==> src/rtl/crc32_pkg.sv <==
package crc32_pkg;

  // Register structure: multiply-and-divide or divide-only
  typedef enum logic {
    ARCH_SMD = 1'b0,
    ARCH_DIV = 1'b1
  } crcArch_e;

  // Strobes from control to datapath
  typedef struct packed {
    logic start;    // re-initialise register with this bit
    logic shift;    // advance register by one bit
    logic useZero;  // feed a zero instead of bitIn (flush)
    logic invert;   // complement the bit entering the register
  } crcStrb_t;

endpackage

==> src/rtl/crc32_ctrl.sv <==
module crc32_ctrl
  import crc32_pkg::*;
#(
  parameter crcArch_e ARCH  = ARCH_SMD,
  parameter int       CRC_W = 32
) (
  input  logic     clk,
  input  logic     rstN,
  input  logic     bitValid,
  input  logic     sofIn,
  input  logic     eofIn,
  output crcStrb_t strb,
  output logic     fcsDone
);

  localparam int CNT_W     = $clog2(CRC_W + 1);
  localparam int FLUSH_LEN = CRC_W;

  typedef enum logic [1:0] {
    ST_IDLE,
    ST_FRAME,
    ST_FLUSH
  } ctrlState_e;

  ctrlState_e       state, stateNxt;
  logic [CNT_W-1:0] invCnt, invBase, flushCnt;
  logic             accept, lastBit, flushDone, doneNxt;

  always_comb begin
    accept    = bitValid && (state != ST_FLUSH) && (sofIn || state == ST_FRAME);
    lastBit   = accept && eofIn;
    invBase   = (accept && sofIn) ? '0 : invCnt;
    flushDone = (state == ST_FLUSH) && (flushCnt == CNT_W'(FLUSH_LEN - 1));

    strb.start   = accept && sofIn;
    strb.shift   = accept || (state == ST_FLUSH);
    strb.useZero = (state == ST_FLUSH);
    strb.invert  = (ARCH == ARCH_DIV) && (invBase < CNT_W'(CRC_W));
  end

  always_comb begin
    stateNxt = state;
    doneNxt  = 1'b0;
    case (state)
      ST_FLUSH: begin
        if (flushDone) begin
          stateNxt = ST_IDLE;
          doneNxt  = 1'b1;
        end
      end
      default: begin
        if (lastBit) begin
          if (ARCH == ARCH_DIV) begin
            stateNxt = ST_FLUSH;
          end else begin
            stateNxt = ST_IDLE;
            doneNxt  = 1'b1;
          end
        end else if (strb.start) begin
          stateNxt = ST_FRAME;
        end
      end
    endcase
  end

  always_ff @(posedge clk or negedge rstN) begin
    if (!rstN) begin
      state    <= ST_IDLE;
      invCnt   <= '0;
      flushCnt <= '0;
      fcsDone  <= 1'b0;
    end else begin
      state   <= stateNxt;
      fcsDone <= doneNxt;
      if (strb.shift) begin
        invCnt <= (invBase == CNT_W'(CRC_W)) ? invBase : invBase + CNT_W'(1);
      end
      flushCnt <= (state == ST_FLUSH) ? flushCnt + CNT_W'(1) : '0;
    end
  end

  generate
    if (ARCH == ARCH_SMD) begin : g_smdChk
      AST_SMD_LATENCY: assert property (@(posedge clk) disable iff (!rstN)
        lastBit |=> fcsDone);
    end else begin : g_divChk
      AST_DIV_NO_EARLY_DONE: assert property (@(posedge clk) disable iff (!rstN)
        lastBit |=> !fcsDone);
      AST_DIV_DONE_AFTER_FLUSH: assert property (@(posedge clk) disable iff (!rstN)
        fcsDone |-> ($past(state) == ST_FLUSH));
      AST_FLUSH_HOLDS: assert property (@(posedge clk) disable iff (!rstN)
        (state == ST_FLUSH && !flushDone) |=> (state == ST_FLUSH));
    end
  endgenerate

endmodule

==> src/rtl/crc32_dp.sv <==
module crc32_dp
  import crc32_pkg::*;
#(
  parameter crcArch_e         ARCH  = ARCH_SMD,
  parameter int               CRC_W = 32,
  parameter logic [CRC_W-1:0] POLY  = 32'h04C11DB7
) (
  input  logic             clk,
  input  logic             rstN,
  input  logic             bitIn,
  input  crcStrb_t         strb,
  output logic [CRC_W-1:0] crcReg
);

  logic [CRC_W-1:0] crcNxt;

  generate
    if (ARCH == ARCH_SMD) begin : g_smd
      logic [CRC_W-1:0] base;
      logic             fb;
      always_comb begin
        base   = strb.start ? '1 : crcReg;
        fb     = bitIn ^ base[CRC_W-1];
        crcNxt = {base[CRC_W-2:0], 1'b0} ^ (fb ? POLY : '0);
      end

      AST_SMD_NO_INVERT: assert property (@(posedge clk) disable iff (!rstN)
        !(strb.invert || strb.useZero));
      AST_ZERO_KEPT_SMD: assert property (@(posedge clk) disable iff (!rstN)
        (strb.shift && !strb.start && crcReg == '0 && !bitIn) |=> (crcReg == '0));
    end else begin : g_div
      logic [CRC_W-1:0] base;
      logic             dIn;
      always_comb begin
        base   = strb.start ? '0 : crcReg;
        dIn    = (strb.useZero ? 1'b0 : bitIn) ^ strb.invert;
        crcNxt = {base[CRC_W-2:0], dIn} ^ (base[CRC_W-1] ? POLY : '0);
      end

      AST_ZERO_KEPT_DIV: assert property (@(posedge clk) disable iff (!rstN)
        (strb.shift && !strb.start && crcReg == '0 && !dIn) |=> (crcReg == '0));
    end
  endgenerate

  always_ff @(posedge clk or negedge rstN) begin
    if (!rstN) begin
      crcReg <= '0;
    end else if (strb.shift) begin
      crcReg <= crcNxt;
    end
  end

  AST_HOLD_WHEN_IDLE: assert property (@(posedge clk) disable iff (!rstN)
    !strb.shift |=> $stable(crcReg));

endmodule

==> src/rtl/crc32_serial_gen.sv <==
module crc32_serial_gen
  import crc32_pkg::*;
#(
  parameter crcArch_e         ARCH  = ARCH_SMD,
  parameter int               CRC_W = 32,
  parameter logic [CRC_W-1:0] POLY  = 32'h04C11DB7
) (
  input  logic             clk,
  input  logic             rstN,
  input  logic             bitValid,
  input  logic             bitIn,
  input  logic             sofIn,
  input  logic             eofIn,
  output logic [CRC_W-1:0] fcsOut,
  output logic             fcsDone
);

  crcStrb_t         strb;
  logic [CRC_W-1:0] crcReg;

  crc32_ctrl #(
    .ARCH  (ARCH),
    .CRC_W (CRC_W)
  ) u_ctrl (
    .clk      (clk),
    .rstN     (rstN),
    .bitValid (bitValid),
    .sofIn    (sofIn),
    .eofIn    (eofIn),
    .strb     (strb),
    .fcsDone  (fcsDone)
  );

  crc32_dp #(
    .ARCH  (ARCH),
    .CRC_W (CRC_W),
    .POLY  (POLY)
  ) u_dp (
    .clk    (clk),
    .rstN   (rstN),
    .bitIn  (bitIn),
    .strb   (strb),
    .crcReg (crcReg)
  );

  assign fcsOut = ~crcReg;

  AST_RESET_IDLE: assert property (@(posedge clk) disable iff (!rstN)
    $rose(rstN) |-> !fcsDone);

endmodule

==> config.mk <==
export PLATFORM = sky130hd
export DESIGN_NAME = crc32_serial_gen
export DESIGN_NICKNAME = d
export VERILOG_FILES = /design/src/rtl/crc32_pkg.sv /design/src/rtl/crc32_ctrl.sv /design/src/rtl/crc32_dp.sv /design/src/rtl/crc32_serial_gen.sv
export SDC_FILE = /design/constraint.sdc
export NUM_CORES = 1
export LEC_CHECK = 0
export BUFFER_PORTS_ARGS = -buffer_cell sky130_fd_sc_hd__buf_4
export CORE_MARGIN = 3
export CORE_UTILIZATION = 50
export CTS_CLUSTER_DIAMETER = 60
export CTS_CLUSTER_SIZE = 14
export DETAILED_ROUTE_END_ITERATION = 8
export GPL_ROUTABILITY_DRIVEN = 0
export PLACE_DENSITY = 0.75
export SYNTH_ARGS = -nofsm -noshare
export SYNTH_HDL_FRONTEND = slang
export SYNTH_SLANG_ARGS = --single-unit
==> constraint.sdc <==
create_clock -name clk -period 1.7 [get_ports clk]
set_input_delay 0.34 -clock clk [delete_from_list [all_inputs] [get_ports clk]]
set_output_delay 0.34 -clock clk [all_outputs]
set_load 0.01 [all_outputs]
# Word-level counts from Yosys, hierarchy flattened
# Index checks and enable logic that the tools add are counted.
# W data, S select, Z words.
dict set report classes {
  magnitude_cmp 0
  shift 0
  div 0
  n_mux 10
  n_addsub 1
  bitwise 3
  eq_ne 5
  n_mul 0
  n_reduce_logical 9
}
# cell n
set ops {}
lappend ops {{$mux W32} 1}
lappend ops {{$not A32 Y32} 1}
lappend ops {{$xor A32 B32 Y32} 1}
lappend ops {{$mux W27} 1}
lappend ops {{$mux W2} 4}
lappend ops {{$add A6 B1 Y6 const B} 1}
lappend ops {{$eq A6 B5 Y1 const B} 1}
lappend ops {{$mux W6} 1}
lappend ops {{$logic_and A1 B1 Y1} 5}
lappend ops {{$mux W1} 3}
lappend ops {{$reduce_bool A3 Y1} 1}
lappend ops {{$eq A2 B1 Y1 const B} 1}
lappend ops {{$eq A2 B2 Y1 const B} 1}
lappend ops {{$logic_or A1 B1 Y1} 2}
lappend ops {{$ne A2 B1 Y1 const B} 1}
lappend ops {{$ne A2 B2 Y1 const B} 1}
lappend ops {{$reduce_and A2 Y1} 1}
lappend ops {{$xor A1 B1 Y1} 1}
dict set report totals {
  ramBits 0
  romBits 0
  output_inout_bits 33
  wordCells 32
  reg_bits 41
  latch_bits 0
  memories 0
}

# Logic depth before layout (Yosys ltp)
# Gate-level depths: netlist of run 1.
dict set report logic_depth {
  ltp_word 8
  mapped_depth 5
  mapped_depth_nobuf 3
}

# By module
# From an unflattened synthesis of run 1, not the netlist that was laid out.
dict set report hier_totals {
  hier_cells 199
  area_unflattened_um2 1808.0
}
# mod seq_area_each_um2 n_inst cells_each area_each_um2
set modules_own_cells {}
lappend modules_own_cells {crc32_dp 800.8 1 157 1576.5}
lappend modules_own_cells {crc32_serial_gen 0.0 1 32 120.1}
lappend modules_own_cells {crc32_ctrl 50.0 1 10 111.4}

# Worst setup path after synthesis of run 1
# No wires, ideal clock.
dict set report synth_timing {
  path_type {register to register}
  from {register u_dp.crcReg[31]}
  to {register u_dp.crcReg[22]}
  stages_incl_launch_ff 5
  arrival_ns 1.237
  setup_time_ns 0.126
  required_ns 1.574
  n_path_buf 1
  setup_slack_ns 0.337
  cell_sequence {dfrtp_1 buf_6 o21a_4 or2_1 a311o_1}
}
dict set report synth_via {
  elab_chain_len 4
}
# element line_no
set synth_lines {}
lappend synth_lines {{from (decl)} crc32_dp.sv:12} ;# output logic [CRC_W-1:0] crcReg
lappend synth_lines {{from (signal assigned)} crc32_dp.sv:49} ;# crcReg <= crcNxt;
lappend synth_lines {{$mux W32} crc32_dp.sv:22} ;# base = strb.start ? '1 : crcReg;
lappend synth_lines {{$xor A1 B1 Y1} crc32_dp.sv:23} ;# fb = bitIn ^ base[CRC_W-1];
lappend synth_lines {{$mux W27} crc32_dp.sv:24} ;# crcNxt = {base[CRC_W-2:0], 1'b0} ^ (fb ? POLY : '0);
lappend synth_lines {{$xor A32 B32 Y32} crc32_dp.sv:24}
# Every way passes these cells.
# A chain may end at the register's enable or synchronous reset.

# Final worst setup path of run 1
dict set report layout_timing {
  from {register u_dp.crcReg[31]}
  to {register u_dp.crcReg[26]}
}
# Same word-level chain as after synthesis.

==> results of run 1 <==
## worst reg2reg max path, cell delays in order, from the launching register on
cell and delay (ps):
dfrtp_1 500, o21a_4 270, or2_1 270, a311o_1 330
## routing by layer
layer | up-vias | wire length [um] | track usage, %
met3 | 7 | 216 | 4.676
met2 | 47 | 1682 | 31.36
met4 | 0 | 71 | 9.366
met1 | 618 | 1532 | 24.97
li1 | 666 | - | -
met5 | - | 0 | 0
## cell type report
class,count,share of cell area [%]
sequential,34,42.71
tap,44,2.764
inverter,32,6.030
clock buffer,7,2.764
clock inverter,1,0.2513
timing repair buffer,42,15.95
multi-input combinational,96,29.52
## registers in the layout (all words and copies together), names as in the netlist
register and cells:
u_dp.crcReg 32, u_ctrl.fcsDone 1, u_ctrl.state 1
## worst paths after layout
check	from	endpoint	slack (ps)	depth (start not counted)
setup / recovery	u_dp.crcReg[31]$_DFFE_PN0P_	u_dp.crcReg[26]$_DFFE_PN0P_	220	3
hold / removal	eofIn	u_ctrl.state[0]$_DFFE_PN0P_	180	2
setup reg to reg	u_dp.crcReg[31]$_DFFE_PN0P_	u_dp.crcReg[26]$_DFFE_PN0P_	220	3
hold reg to reg	u_dp.crcReg[6]$_DFFE_PN0P_	u_dp.crcReg[7]$_DFFE_PN0P_	480	1
max in group asynchronous	rstN	u_ctrl.state[0]$_DFFE_PN0P_	920	2
min in group asynchronous	rstN	u_dp.crcReg[16]$_DFFE_PN0P_	470	2
## cell usage after synthesis, drive strengths merged (3+ instances only)
cell type  number  area, sq um
nand2          20        75.07
o211ai         17        127.6
inv            32        120.1
o21ai          15        75.07
dfrtp          34        850.8
a21oi           4        20.02
a211oi         10        75.07
a311o           3        30.03
nor3           15        86.34
buf             9        57.55
## layout by cell type (no fill, tap or decap), drive strengths merged, types with 2 or more instances in the layout
cell / n
o21a: 2
a311o: 3
clkbuf: 7
nor3: 15
nand3b: 2
and2: 2
xor2: 2
a21oi: 4
a211oi: 10
nand2: 20
buf: 41
o211ai: 17
o21ai: 15
dfrtp: 34
inv: 32
## power groups by stage
stage,registers (mW),logic (mW),clock network [mW]
CTS,1.08,0.697,0.474
floorplan,1.05,0.405,0
global route,1.10,0.768,0.506
detailed placement,1.09,0.691,0
global placement,1.09,0.679,0
finish,1.08,0.687,0.467
## logic make-up after synthesis
logic type	Yosys count	share of synthesized area [%]
AOI/OAI and AO/OA	51	21.57
buffers and inverters	43	11.40
and+or+nand+nor	42	12.56
DFF	34	52.39
xor gates and xnor gates	3	2.081
==> impl_metrics.csv, run 1 <==
group,metric,value,unit
status,status,"complete, no violations",
power,p_seq_share,48.3,%
cts,post_cts_buffers,0,
power,combPwrFrac,30.8,%
critical_path,cp-end-kind,"flip-flop",
floorplanning,dieArea,3968,sq um
detailed_routing,viasPerCell,5.227,
logic_synthesis,ys_async_sr_fraction,100.0,%
timing,max_slew_margin,59.37,%
cts,clk_latency,330,ps
timing,whs,182.5,ps
floorplanning,fp-row-count,20,
timing,final.setup.worst_slack,217.5,ps
cts,clk_pin_slew,110,ps
floorplanning,num_io_pins,39,
floorplanning,core_area,3078,sq um
grt,grt_max_degree,35,
power,power,2.232,mW
timing,fmax,674.5,MHz
detailed_routing,vias,1338,
cts,htreeDepth,2,
floorplanning,die_x,62.99,um
logic_synthesis,syn_avg_cell_area,9.388,sq um
cts,cts_tree,"done",
critical_path,path_delay_family,"compound AO/OA/AOI/OAI gates",
critical_path,worstPathArrival,1700,ps
grt,grt_pass1_wl,6106,um
power,power_switching,0.7486,mW
timing,fin_tns_setup,0,ps
cells_and_area,drive_above_1_share,24.06,%
logic_synthesis,netlist_area,1624,sq um
cells_and_area,stdcell_area,1992,sq um
power,intPower,1.484,mW
timing,period_needed,1483,ps
timing,finalSetupViolations,0,
critical_path,worstPathRequired,1920,ps
cts,clockBufferDepth,2,
power,p_leak,0.9961,nW
placement,port_buffers,38,
placement,dp_hpwl,2398,um
grt,grt_usage,19.64,%
grt,grt_pass1_vias,1304,
placement,dp_cells,247,
placement,postPlaceCellArea,1922,sq um
timing,hold_viol_final,0,
power,clkPwrFrac,20.9,%
critical_path,slowest_delay,500,ps
logic_synthesis,synth_fp_nets,179,
detailed_routing,post-route-drc-count,0,
logic_synthesis,yosysWarnings,0,
logic_synthesis,synth_edf_count,0,
detailed_routing,finalWirelength,3502,um
cells_and_area,syn_to_final_growth,22.65,%
logic_synthesis,synth-seq-cells,34,
cells_and_area,seq_area,850.8,sq um
job,drv_cap,0,
critical_path,cpMaxStageDelayCell,"dfrtp_1",
timing,skew,8.619,ps
power,power.density,1121,nW/um^2
detailed_routing,first_pass_iters,4,
cells_and_area,n_antenna_cell,0,
power,peakVddDrop,528.1,uV
timing,tightest_slew,609.5,ps
power,switching_share,33.53,%
cells_and_area,fin_cells,256,
placement,preCtsSetupSlack,195.4,ps
timing,rsz0062_at_grt,"false",
floorplanning,die_h,62.99,um
logic_synthesis,synthFlopType,"dfrtp_1",
grt,antenna_found_initial,0,
min_path,worstHoldPathType,"primary input to flip-flop",
cts,cts_resized,0,
timing,fin_crit_sh,87.21,%
detailed_routing,post_drt_wl_per_cell,13.68,um
cells_and_area,final_util,64.72,%
critical_path,startpoint_type,"flip-flop",
logic_synthesis,yosys.cell_types.count,25,
cells_and_area,multi_input_area,588.1,sq um
detailed_routing,drtAntennaViolNets,0,
critical_path,crit_fanout,6,
cts,cts_hold_buf,1,
critical_path,worstPathCellList,"o21a_4 -> or2_1 -> a311o_1",
cts,clockRootBuffer,"clkbuf_4",
critical_path,timing.critical_path.buf_inv,0,
logic_synthesis,syn-instance-count,173,
logic_synthesis,synth_seq_area_share,52.39,%
detailed_routing,drt_iter0_markers,70,
floorplanning,start_util,52.76,%
cts,clock_sinks,34,
cts,cts_buffers,5,
cells_and_area,finish.net_count,217,
cells_and_area,fill_cells,264,
grt,gr-total-overflow,0,
critical_path,crit_type,"flip-flop to flip-flop",
timing,slew_violations,0,
Power figures use the tool's default switching activity.
==> run 2: changes to the inputs <==
- CELL_PAD_IN_SITES_DETAIL_PLACEMENT: unset -> 1
- CELL_PAD_IN_SITES_GLOBAL_PLACEMENT: unset -> 2
- CORE_UTILIZATION: 50 -> 31
- PLACE_DENSITY: 0.75 -> unset
- PLACE_DENSITY_LB_ADDON: unset -> 0.1
==> impl_metrics.csv, run 2 (synthesized netlist as in run 1, its figures left out) <==
group,metric,value,unit
power,power.density,1207,nW/um^2
critical_path,timing.critical_path.buf_inv,0,
cts,cts_tree,"done",
cells_and_area,finish.net_count,217,
critical_path,cpMaxStageDelayCell,"dfrtp_1",
cts,htreeDepth,2,
cells_and_area,regMostFlops,"u_dp.crcReg",
cells_and_area,syn_to_final_growth,27.35,%
cells_and_area,final_cell_mix,"buf_4, dfrtp_1, inv_1",
critical_path,crit_type,"flip-flop to flip-flop",
grt,gr-total-overflow,0,
grt,antenna_found_initial,0,
cells_and_area,final_common_cell,"buf_4",
timing,hold_viol_final,6,
timing,finalSetupViolations,0,
grt,grt_usage,14.78,%
cts,clockBufferDepth,2,
cts,cts_buffers,5,
power,p_leak,1.019,nW
detailed_routing,post_drt_wl_per_cell,15.31,um
timing,fin_crit_sh,87.13,%
status,status,"complete, but fails checks",
critical_path,slowest_delay,480,ps
critical_path,worstPathCellList,"o21a_4 -> nor3_4 -> a211oi_1",
timing,fin_tns_setup,0,ps
cts,cts_resized,0,
detailed_routing,first_pass_iters,4,
cts,clk_latency,280,ps
critical_path,cp-end-kind,"flip-flop",
cts,post_cts_buffers,0,
detailed_routing,post-route-drc-count,0,
status,violations,"negative hold slack",
cells_and_area,seq_area,850.8,sq um
grt,grt_max_degree,35,
critical_path,reg2reg_from,"u_dp.crcReg[31]$_DFFE_PN0P_",
timing,period_needed,1481,ps
detailed_routing,drt_iter0_markers,61,
detailed_routing,drtAntennaViolNets,0,
floorplanning,core_area,4880,sq um
placement,port_buffers,38,
timing,rsz0062_at_grt,"false",
cts,clk_pin_slew,70,ps
timing,slew_violations,0,
cells_and_area,largest_reg_flops,32,
critical_path,path_delay_family,"flip-flops",
grt,grt_pass1_vias,1376,
detailed_routing,finalWirelength,4271,um
detailed_routing,vias,1376,
floorplanning,die_x,78.38,um
critical_path,critPathLaunch,"u_dp.crcReg[31]$_DFFE_PN0P_",
cells_and_area,multi_input_area,588.1,sq um
cts,clockRootBuffer,"clkbuf_8",
job,drv_cap,0,
floorplanning,fp-row-count,25,
grt,grt_pass1_wl,7044,um
cells_and_area,fill_cells,592,
min_path,worstHoldPathType,"primary input to asynchronous set/reset pin",
floorplanning,dieArea,6143,sq um
critical_path,worstPathRequired,1850,ps
cts,clock_sinks,34,
critical_path,worstPathArrival,1630,ps
critical_path,startpoint_type,"flip-flop",
timing,max_slew_margin,55.29,%
cells_and_area,top_regs,"u_dp.crcReg (32), u_ctrl.fcsDone (1), u_ctrl.state (1)",
critical_path,crit_fanout,10,
timing,tightest_slew,670.7,ps
timing,fmax,675.2,MHz
detailed_routing,viasPerCell,4.932,
cts,cts_hold_buf,0,
timing,whs,-8.062,ps
cells_and_area,final_util,42.38,%
placement,dp_hpwl,2951,um
timing,skew,5.487,ps
floorplanning,die_h,78.38,um
power,peakVddDrop,361.2,uV
floorplanning,start_util,33.28,%
cells_and_area,n_antenna_cell,0,
cells_and_area,drive_above_1_share,25.00,%
floorplanning,num_io_pins,39,
## run 2: cell count changes in the layout (fill, tap and decap cells not counted)
cell / delta
buf_4: +1
dlygate4sd3_1: -1
clkbuf_1: -1
clkbuf_8: +7
clkbuf_4: -5
clkinv_2: -1
## run 2: per-stage QoR
| stage | worst slack [ps] | std cells | hold WS, ps | cell area (sq um) | total power [mW] |
|---|---|---|---|---|---|
| 6_report | 218.9 | 279 | -8.062 | 2068 | 2.496 |
| 5_1_grt | 85.91 | 279 | 28.59 | 2068 | 2.656 |
| 4_1_cts | 189.0 | 279 | 8.573 | 2068 | 2.536 |
| 3_5_place_dp | 175.3 | 271 | 324.5 | 1958 | 1.814 |
| 3_3_place_gp | 249.0 | 271 | 318.0 | 1958 | 1.789 |
| 2_1_floorplan | 337.2 | 173 | 44.41 | 1624 | 1.457 |
## run 2: path summary, 6_finish.rpt
kind,to,slack [ps],cells past startpoint
worst max-delay path,u_dp.crcReg[12]$_DFFE_PN0P_,220,3
worst min-delay path,u_dp.crcReg[12]$_DFFE_PN0P_,-8,1
worst max register to register,u_dp.crcReg[12]$_DFFE_PN0P_,220,3
worst min register to register,u_dp.crcReg[4]$_DFFE_PN0P_,480,1
max in group asynchronous,u_dp.crcReg[24]$_DFFE_PN0P_,1380,1
min in group clk,u_ctrl.state[0]$_DFFE_PN0P_,230,2
## run 2: where the power goes
part           switching, mW  internal (mW)  total (mW)
logic                  0.382          0.327       0.709
registers              0.121          0.958        1.08
clock network          0.299          0.409       0.708
## run 2: final cells by class
| cell class | instances | area share (%) |
|---|---|---|
| tap | 67 | 4.053 |
| sequential | 34 | 41.14 |
| timing repair buffer | 42 | 15.25 |
| inverter | 32 | 5.808 |
| multi-input combinational | 96 | 28.43 |
| clock buffer | 8 | 5.324 |
## run 2: metal layers
layer	wire (um)	part of all wire, %	track usage [%]	vias to the layer above
met3	205	4.8	4.243	9
met1	2018	47	20.01	681
met2	1976	46	22.52	29
li1	-	-	-	657
met4	72	1.7	5.245	0
met5	0	0	0	-
